==> src/rtl/ovl_map_pkg.sv <==
package ovl_map_pkg;

  typedef enum logic [1:0] {
    MODE_OFF  = 2'd0,
    MODE_RO   = 2'd1,
    MODE_RW   = 2'd2,
    MODE_RSVD = 2'd3
  } ovl_mode_e;

  localparam int unsigned PAGE_W = 4;
  localparam int unsigned OFS_W  = 12;

  function automatic logic mode_on(input logic [1:0] m);
    return (m == MODE_RO) || (m == MODE_RW);
  endfunction

endpackage

==> src/rtl/ovl_blk_match.sv <==
module ovl_blk_match
  import ovl_map_pkg::*;
(
  input  logic [PAGE_W-1:0] page,
  input  logic [PAGE_W-1:0] place,
  input  logic [1:0]        mode,
  output logic              hit,
  output logic              rw_ok
);

  always_comb begin
    hit   = mode_on(mode) && (page == place);
    rw_ok = (mode == MODE_RW);
  end

endmodule

==> src/rtl/ovl_prio_enc.sv <==
module ovl_prio_enc #(
  parameter int unsigned N     = 4,
  parameter int unsigned IDX_W = 2
) (
  input  logic [N-1:0]     req,
  output logic             any,
  output logic [IDX_W-1:0] idx
);

  always_comb begin
    any = 1'b0;
    idx = '0;
    for (int i = N - 1; i >= 0; i--) begin
      if (req[i]) begin
        any = 1'b1;
        idx = IDX_W'(i);
      end
    end
  end

endmodule

==> src/rtl/ovl_bank_mapper.sv <==
module ovl_bank_mapper
  import ovl_map_pkg::*;
#(
  parameter int unsigned NUM_BANKS     = 2,
  parameter int unsigned BLKS_PER_BANK = 2,
  localparam int unsigned NBLK  = NUM_BANKS * BLKS_PER_BANK,
  localparam int unsigned IDX_W = (NBLK > 1) ? $clog2(NBLK) : 1,
  localparam int unsigned LAW   = IDX_W + 12
) (
  input  logic                  clk,
  input  logic                  rst_n,
  input  logic                  cyc_valid,
  input  logic [15:0]           cyc_addr,
  input  logic                  cyc_write,
  input  logic                  cyc_io,
  input  logic                  cyc_host,
  input  logic [NBLK*4-1:0]     cfg_place,
  input  logic [NUM_BANKS*2-1:0] cfg_mode,
  output logic                  ovl_sel,
  output logic [LAW-1:0]        ovl_addr,
  output logic                  tgt_suppress,
  output logic                  ovl_we
);

  // reset synchronizer: asserts at once, releases on the clock
  logic [1:0] rst_sync_q;
  logic       rst_int_n;

  always_ff @(posedge clk or negedge rst_n) begin
    if (!rst_n) rst_sync_q <= 2'b00;
    else        rst_sync_q <= {rst_sync_q[0], 1'b1};
  end
  assign rst_int_n = rst_sync_q[1];

  // per-block address compare
  logic [NBLK-1:0] blk_hit;
  logic [NBLK-1:0] blk_rw;
  logic            mem_cyc;

  assign mem_cyc = cyc_valid && !cyc_io;

  for (genvar b = 0; b < NBLK; b++) begin : g_blk
    localparam int unsigned BANK = b / BLKS_PER_BANK;
    logic hit_raw;
    ovl_blk_match u_match (
      .page  (cyc_addr[15:12]),
      .place (cfg_place[4*b +: 4]),
      .mode  (cfg_mode[2*BANK +: 2]),
      .hit   (hit_raw),
      .rw_ok (blk_rw[b])
    );
    assign blk_hit[b] = hit_raw && mem_cyc;
  end

  logic             win_any;
  logic [IDX_W-1:0] win_idx;

  ovl_prio_enc #(.N(NBLK), .IDX_W(IDX_W)) u_prio (
    .req (blk_hit),
    .any (win_any),
    .idx (win_idx)
  );

  // next-state
  logic           sel_d, we_d;
  logic [LAW-1:0] addr_d;
  logic           upd_en;

  always_comb begin
    sel_d  = win_any;
    addr_d = win_any ? {win_idx, cyc_addr[11:0]} : '0;
    we_d   = win_any && cyc_write && (blk_rw[win_idx] || cyc_host);
    upd_en = win_any || ovl_sel || ovl_we;
  end

  // registers
  always_ff @(posedge clk or negedge rst_int_n) begin
    if (!rst_int_n) begin
      ovl_sel      <= 1'b0;
      tgt_suppress <= 1'b0;
      ovl_we       <= 1'b0;
      ovl_addr     <= '0;
    end else if (upd_en) begin
      ovl_sel      <= sel_d;
      tgt_suppress <= sel_d;
      ovl_we       <= we_d;
      ovl_addr     <= addr_d;
    end
  end

endmodule

==> config.mk <==
export PLATFORM = sky130hd
export DESIGN_NAME = ovl_bank_mapper
export DESIGN_NICKNAME = d
export VERILOG_FILES = /design/src/rtl/ovl_map_pkg.sv /design/src/rtl/ovl_blk_match.sv /design/src/rtl/ovl_prio_enc.sv /design/src/rtl/ovl_bank_mapper.sv
export SDC_FILE = /design/constraint.sdc
export NUM_CORES = 1
export LEC_CHECK = 0
export ABC_AREA = 1
export CORE_MARGIN = 2
export CORE_UTILIZATION = 38
export CTS_CLUSTER_DIAMETER = 50
export DETAILED_ROUTE_END_ITERATION = 12
export GPL_ROUTABILITY_DRIVEN = 0
export MAX_ROUTING_LAYER = met4
export PLACE_DENSITY_LB_ADDON = 0.3
export SETUP_SLACK_MARGIN = 0.2
export SYNTH_ARGS = -nofsm -noshare
export SYNTH_HDL_FRONTEND = slang
export SYNTH_SLANG_ARGS = --single-unit
==> constraint.sdc <==
create_clock -name clk -period 0.8 [get_ports clk]
set_input_delay 0.12 -clock clk [delete_from_list [all_inputs] [get_ports clk]]
set_output_delay 0.12 -clock clk [all_outputs]
set_load 0.01 [all_outputs]
---- Word-level counts from Yosys, hierarchy flattened ----
Cells that the tools add are included.
word-level totals
  register bits after elaboration ......... 18
  bits of input ports ..................... 42
  output and inout bits ................... 17
  word-level logic and storage cells ...... 41
cells by class
  magnitude comparators ................... 1
  equality and inequality tests ........... 8
  multiplexer cells ....................... 11
  reduce and logical (&&, ||, !) cells .... 17
operators by type and width
  operator                                                                      number
  4-bit equality test                                                           4
  14-bit 2-to-1 mux                                                             1
  1-bit logical AND                                                             11
  2-bit 2-to-1 mux                                                              4
  1-bit logical OR                                                              5
  1-bit 2-to-1 mux                                                              5
  2-bit by 1-bit equality test with 1-bit output, second input constant         2
  2-bit equality test, second input constant                                    2
  2-bit by 3-bit less-than comparator with 1-bit output, second input constant  1
  1-bit binary-select mux with 2-bit select                                     1
  1-bit zero test                                                               1

---- Depth between registers and ports, before layout ----
  depth in word-level cells ............... 12
  depth in mapped cells ................... 11
  mapped depth without buffers ............ 11

---- By module ----
Synthesis repeated with hierarchy kept, for this count alone.
unflattened totals
  cell total of the unflattened synthesis .. 185
  area total of the unflattened synthesis .. 1231.2 um2
by module, submodules not included
  module           instances  cells an instance  area each (um2)  seq. area each (um2)
  ovl_bank_mapper  1          89                 764.5            450.4
  ovl_blk_match    4          22                 107.6            0.0
  ovl_prio_enc     1          8                  36.3             0.0

---- Worst setup path after synthesis ----
Ideal clock, no wire load.
  kind .................................... input-to-reg
  start point ............................. input port cfg_mode[2]
  end point ............................... register ovl_addr[10]
  library setup time ...................... 0.118 ns
  data arrival time ....................... 1.245 ns
  data required time ...................... 0.682 ns
  slack ................................... -0.563 ns
  stages on the path ...................... 11
  buffers on the path ..................... 1
  path through ............................ inv_1 > ha_1 > nand3b_1 > nor2_1 > nand3_1 > nand2_2 > nor3_4 > inv_2 > buf_6 > nand2_1 > nand2_1
on the way
  longest elaborated chain between the ends .. 10
  elaborated cells on any way between the ends .. 14
  classes of those cells .................. eq/ne: 2; mux: 5; reduce/logical: 7
RTL lines
  item                                                                                   line                   source
  start, declared                                                                        ovl_bank_mapper.sv:18  input logic [NUM_BANKS*2-1:0] cfg_mode,
  2-bit by 1-bit equality test with 1-bit output or 2-bit equality test (tied branches)  ovl_map_pkg.sv:14      return (m == MODE_RO) || (m == MODE_RW);
  1-bit logical OR *                                                                     ovl_map_pkg.sv:14
  1-bit logical AND                                                                      ovl_blk_match.sv:12    hit = mode_on(mode) && (page == place);
  1-bit logical AND                                                                      ovl_bank_mapper.sv:52  assign blk_hit[b] = hit_raw && mem_cyc;
  1-bit 2-to-1 mux                                                                       ovl_prio_enc.sv:14     if (req[i]) begin
  1-bit 2-to-1 mux * (3 in a row)                                                        ovl_prio_enc.sv:14
  1-bit logical OR (2 in a row)                                                          ovl_bank_mapper.sv:73  upd_en = win_any || ovl_sel || ovl_we;
  end signal, assigned                                                                   ovl_bank_mapper.sv:87  ovl_addr <= addr_d;
  end, declared                                                                          ovl_bank_mapper.sv:20  output logic [LAW-1:0] ovl_addr,
Every way passes the cells marked *; elsewhere a longest branch is shown, timed or not.
A chain may end at the register's enable or synchronous reset.

---- Final worst setup path ----
  start point ............................. input port cfg_mode[2]
  end point ............................... register ovl_addr[7]
Same word-level chain as after synthesis.

==> results.cfg <==
[drt]
dr_total_vias = 1307
routed_wl_um = 3238
drtAntennaViolNets = 0
firstDrtPassIters = 4
avgRoutedWirePerCell_um = 11.69
drt_iter0_markers = 28
viasPerCell = 4.718
drc = 0

[outcome]
outcome = finished, violations left
violations = hold timing, setup timing

[floorplanning]
core_um2 = 2734
initial_utilization = 0.3941
die-height_um = 57.25
num_rows = 19
dieWidth_um = 57.25
ioPinCount = 59
fp.dieArea_um2 = 3277

[logic_synthesis]
synth.most_common_cell = nand2_1
syn_nets = 201
ys_top_cells_by_count = 68 x nand2_1, 19 x inv_1, 19 x nand3_1
yosysWarnings = 0
ys.flop_type = dfrtp_1
synth_area_leaders = dfrtp_1 42%, nand2_1 24%, nand3_1 8.8%, inv_1 6.6%, nor2_1 3.5%
ys_seq_area_frac = 0.4181
synth_top_area_cell = dfrtp_1
async_flop_share = 1.000
synth.avg_cell_area_um2 = 6.862
synth_edf_count = 0
synth_top_area_frac = 0.4181
syn_area_um2 = 1077
syn_inst = 157
yosysUniqueCellTypes = 19
synth-seq-cells = 18

[sta]
hold_violations = 2
skew_ns = 0.006478
rsz0062_at_grt = true
min_period_over_period = 1.564
setup_viol = 33
max_freq_ghz = 0.7991
whs_ns = -0.02550
fin_crit_ns = 1.251
setup_ws_ns = -0.4514
setup_tns_ns = -9.417
drv_slew = 0

[cells_and_area]
nets = 291
utilization = 0.7208
stdcell_count = 277
area_delta_synth_final_pct = 82.93
drive_above_1_share = 0.3862
antennaDiodeCount = 0
fillerInstances = 215

[clocking]
cts.sinks = 18
clk_pin_slew_ns = 0.10
clock_latency_ns = 0.30
cts_buffer_depth = 2
ctsHtreeMaxLevel = 1
cts_tree = done
cts_inserted_buffers = 3
clockRootBuffer = clkbuf_4

[power]
ir_worst_vdd_uv = 1392
power.density_nw_per_um2 = 1664
power_w = 0.003280
p_leak_nw = 1.150

[place]
port_buffers = 58
hpwl_um = 2357
place_inst = 257

[grt]
grt_pass1_wl_um = 5147
antenna_found_initial = 0
track_usage = 0.2068
grt_pass1_vias = 1236
grt_overflow_total = 0
grt_start_max_net_pins = 17

[min_path]
hp-class = primary input to asynchronous set/reset pin

[worst_setup_path]
crit_fanout = 6
crit_type = primary input to flop
cp.arrival_ns = 1.49
crit_path_end_kind = flop
start_kind = primary input
cp.required_ns = 1.04

[flow_run]
cap_violations = 0
-- sequential cells by signal (all words and copies together), names as in the netlist --
signal        count
rst_sync_q        2
ovl_addr         14
tgt_suppress      1
ovl_we            1
-- stage by stage --
step | cell area [µm²] | setup WS [ns]
floorplan | 1121 | -0.5341
global placement | 1819 | -1.195
detailed placement | 1819 | -1.210
CTS | 1922 | -0.4998
global route | 1971 | -0.5843
finish | 1971 | -0.4514
-- layout by cell type, fill, tap and decap left out, types with 8 or more instances in the layout --
master,n
nand3_2,11
buf_2,17
nand3_1,8
clkdlybuf4s50_1,15
dlygate4sd2_1,15
dfrtp_1,18
buf_4,26
inv_1,16
nand2_2,10
nand2_1,59
-- layout make-up --
| class | count | area (µm²) | share of cell area |
|---|---|---|---|
| tap | 31 | 38.79 | 0.01968 |
| timing repair buffer | 88 | 705.7 | 0.3581 |
| clock buffer | 4 | 36.28 | 0.01841 |
| multi-input combinational | 111 | 626.9 | 0.3181 |
| timing repair inverter | 1 | 7.507 | 0.003810 |
| sequential | 18 | 450.4 | 0.2286 |
| inverter | 24 | 105.1 | 0.05333 |
-- power breakdown --
part	internal, W	total [W]	switching, W	leakage (nW)
registers	0.00112	0.00124	0.000113	0.236
clock network	0.000277	0.000560	0.000283	0.0210
logic	0.000833	0.00148	0.000648	0.893
-- cell families after synthesis --
| group | after synthesis | share of synthesized area |
|---|---|---|
| XOR/XNOR | 4 | 0.03252 |
| buffers and inverters | 28 | 0.1115 |
| AO/OA/AOI/OAI | 3 | 0.01742 |
| other | 1 | 0.003481 |
| AND/OR/NAND/NOR | 101 | 0.3937 |
| flip-flops | 18 | 0.4181 |
| adder cells (fa/ha/maj) | 2 | 0.02323 |
-- layer usage --
metal,GRT usage,vias to the layer above,part of all wire,routed length [µm]
li1,-,652,-,-
met1,0.2435,601,0.40,1296
met2,0.3547,46,0.52,1690
met3,0.03175,8,0.058,189
met4,0.07973,0,0.019,61
met5,-,-,0,0
-- path summary, 6_finish.rpt --
| kind | start | to | slack [ns] | cells past startpoint |
|---|---|---|---|---|
| max in group asynchronous | rst_sync_q[1]$_DFF_PN0_ | ovl_addr[1]$_DFFE_PN0P_ | 0.43 | 1 |
| min | rst_n | rst_sync_q[1]$_DFF_PN0_ | -0.03 | 1 |
| min reg2reg | rst_sync_q[1]$_DFF_PN0_ | ovl_addr[7]$_DFFE_PN0P_ | 0.18 | 1 |
| max | cfg_mode[2] | ovl_addr[7]$_DFFE_PN0P_ | -0.45 | 12 |
| max reg2reg | tgt_suppress$_DFFE_PN0P_ | ovl_addr[7]$_DFFE_PN0P_ | -0.19 | 4 |
| min in group clk | cfg_mode[3] | ovl_we$_DFFE_PN0P_ | 0.33 | 6 |
-- repair_timing --
action,4_1_cts,5_1_grt
setup buffers,10,5
gates cloned,1,0
pin swaps,32,6
endpoints found under the setup margin,33,33
gates resized for setup,127,17
endpoints found under the hold margin,2,2
-- critical path: stages --
cell      delay [ns]
buf_8           0.09
inv_12          0.03
ha_4            0.23
nand3b_1        0.11
nor2_1          0.05
nand3_1         0.10
nand2_2         0.09
nor3_4          0.24
buf_4           0.17
buf_6           0.12
nand3_2         0.07
nand2_2         0.07
No activity file was read; power rests on OpenSTA's default activity.
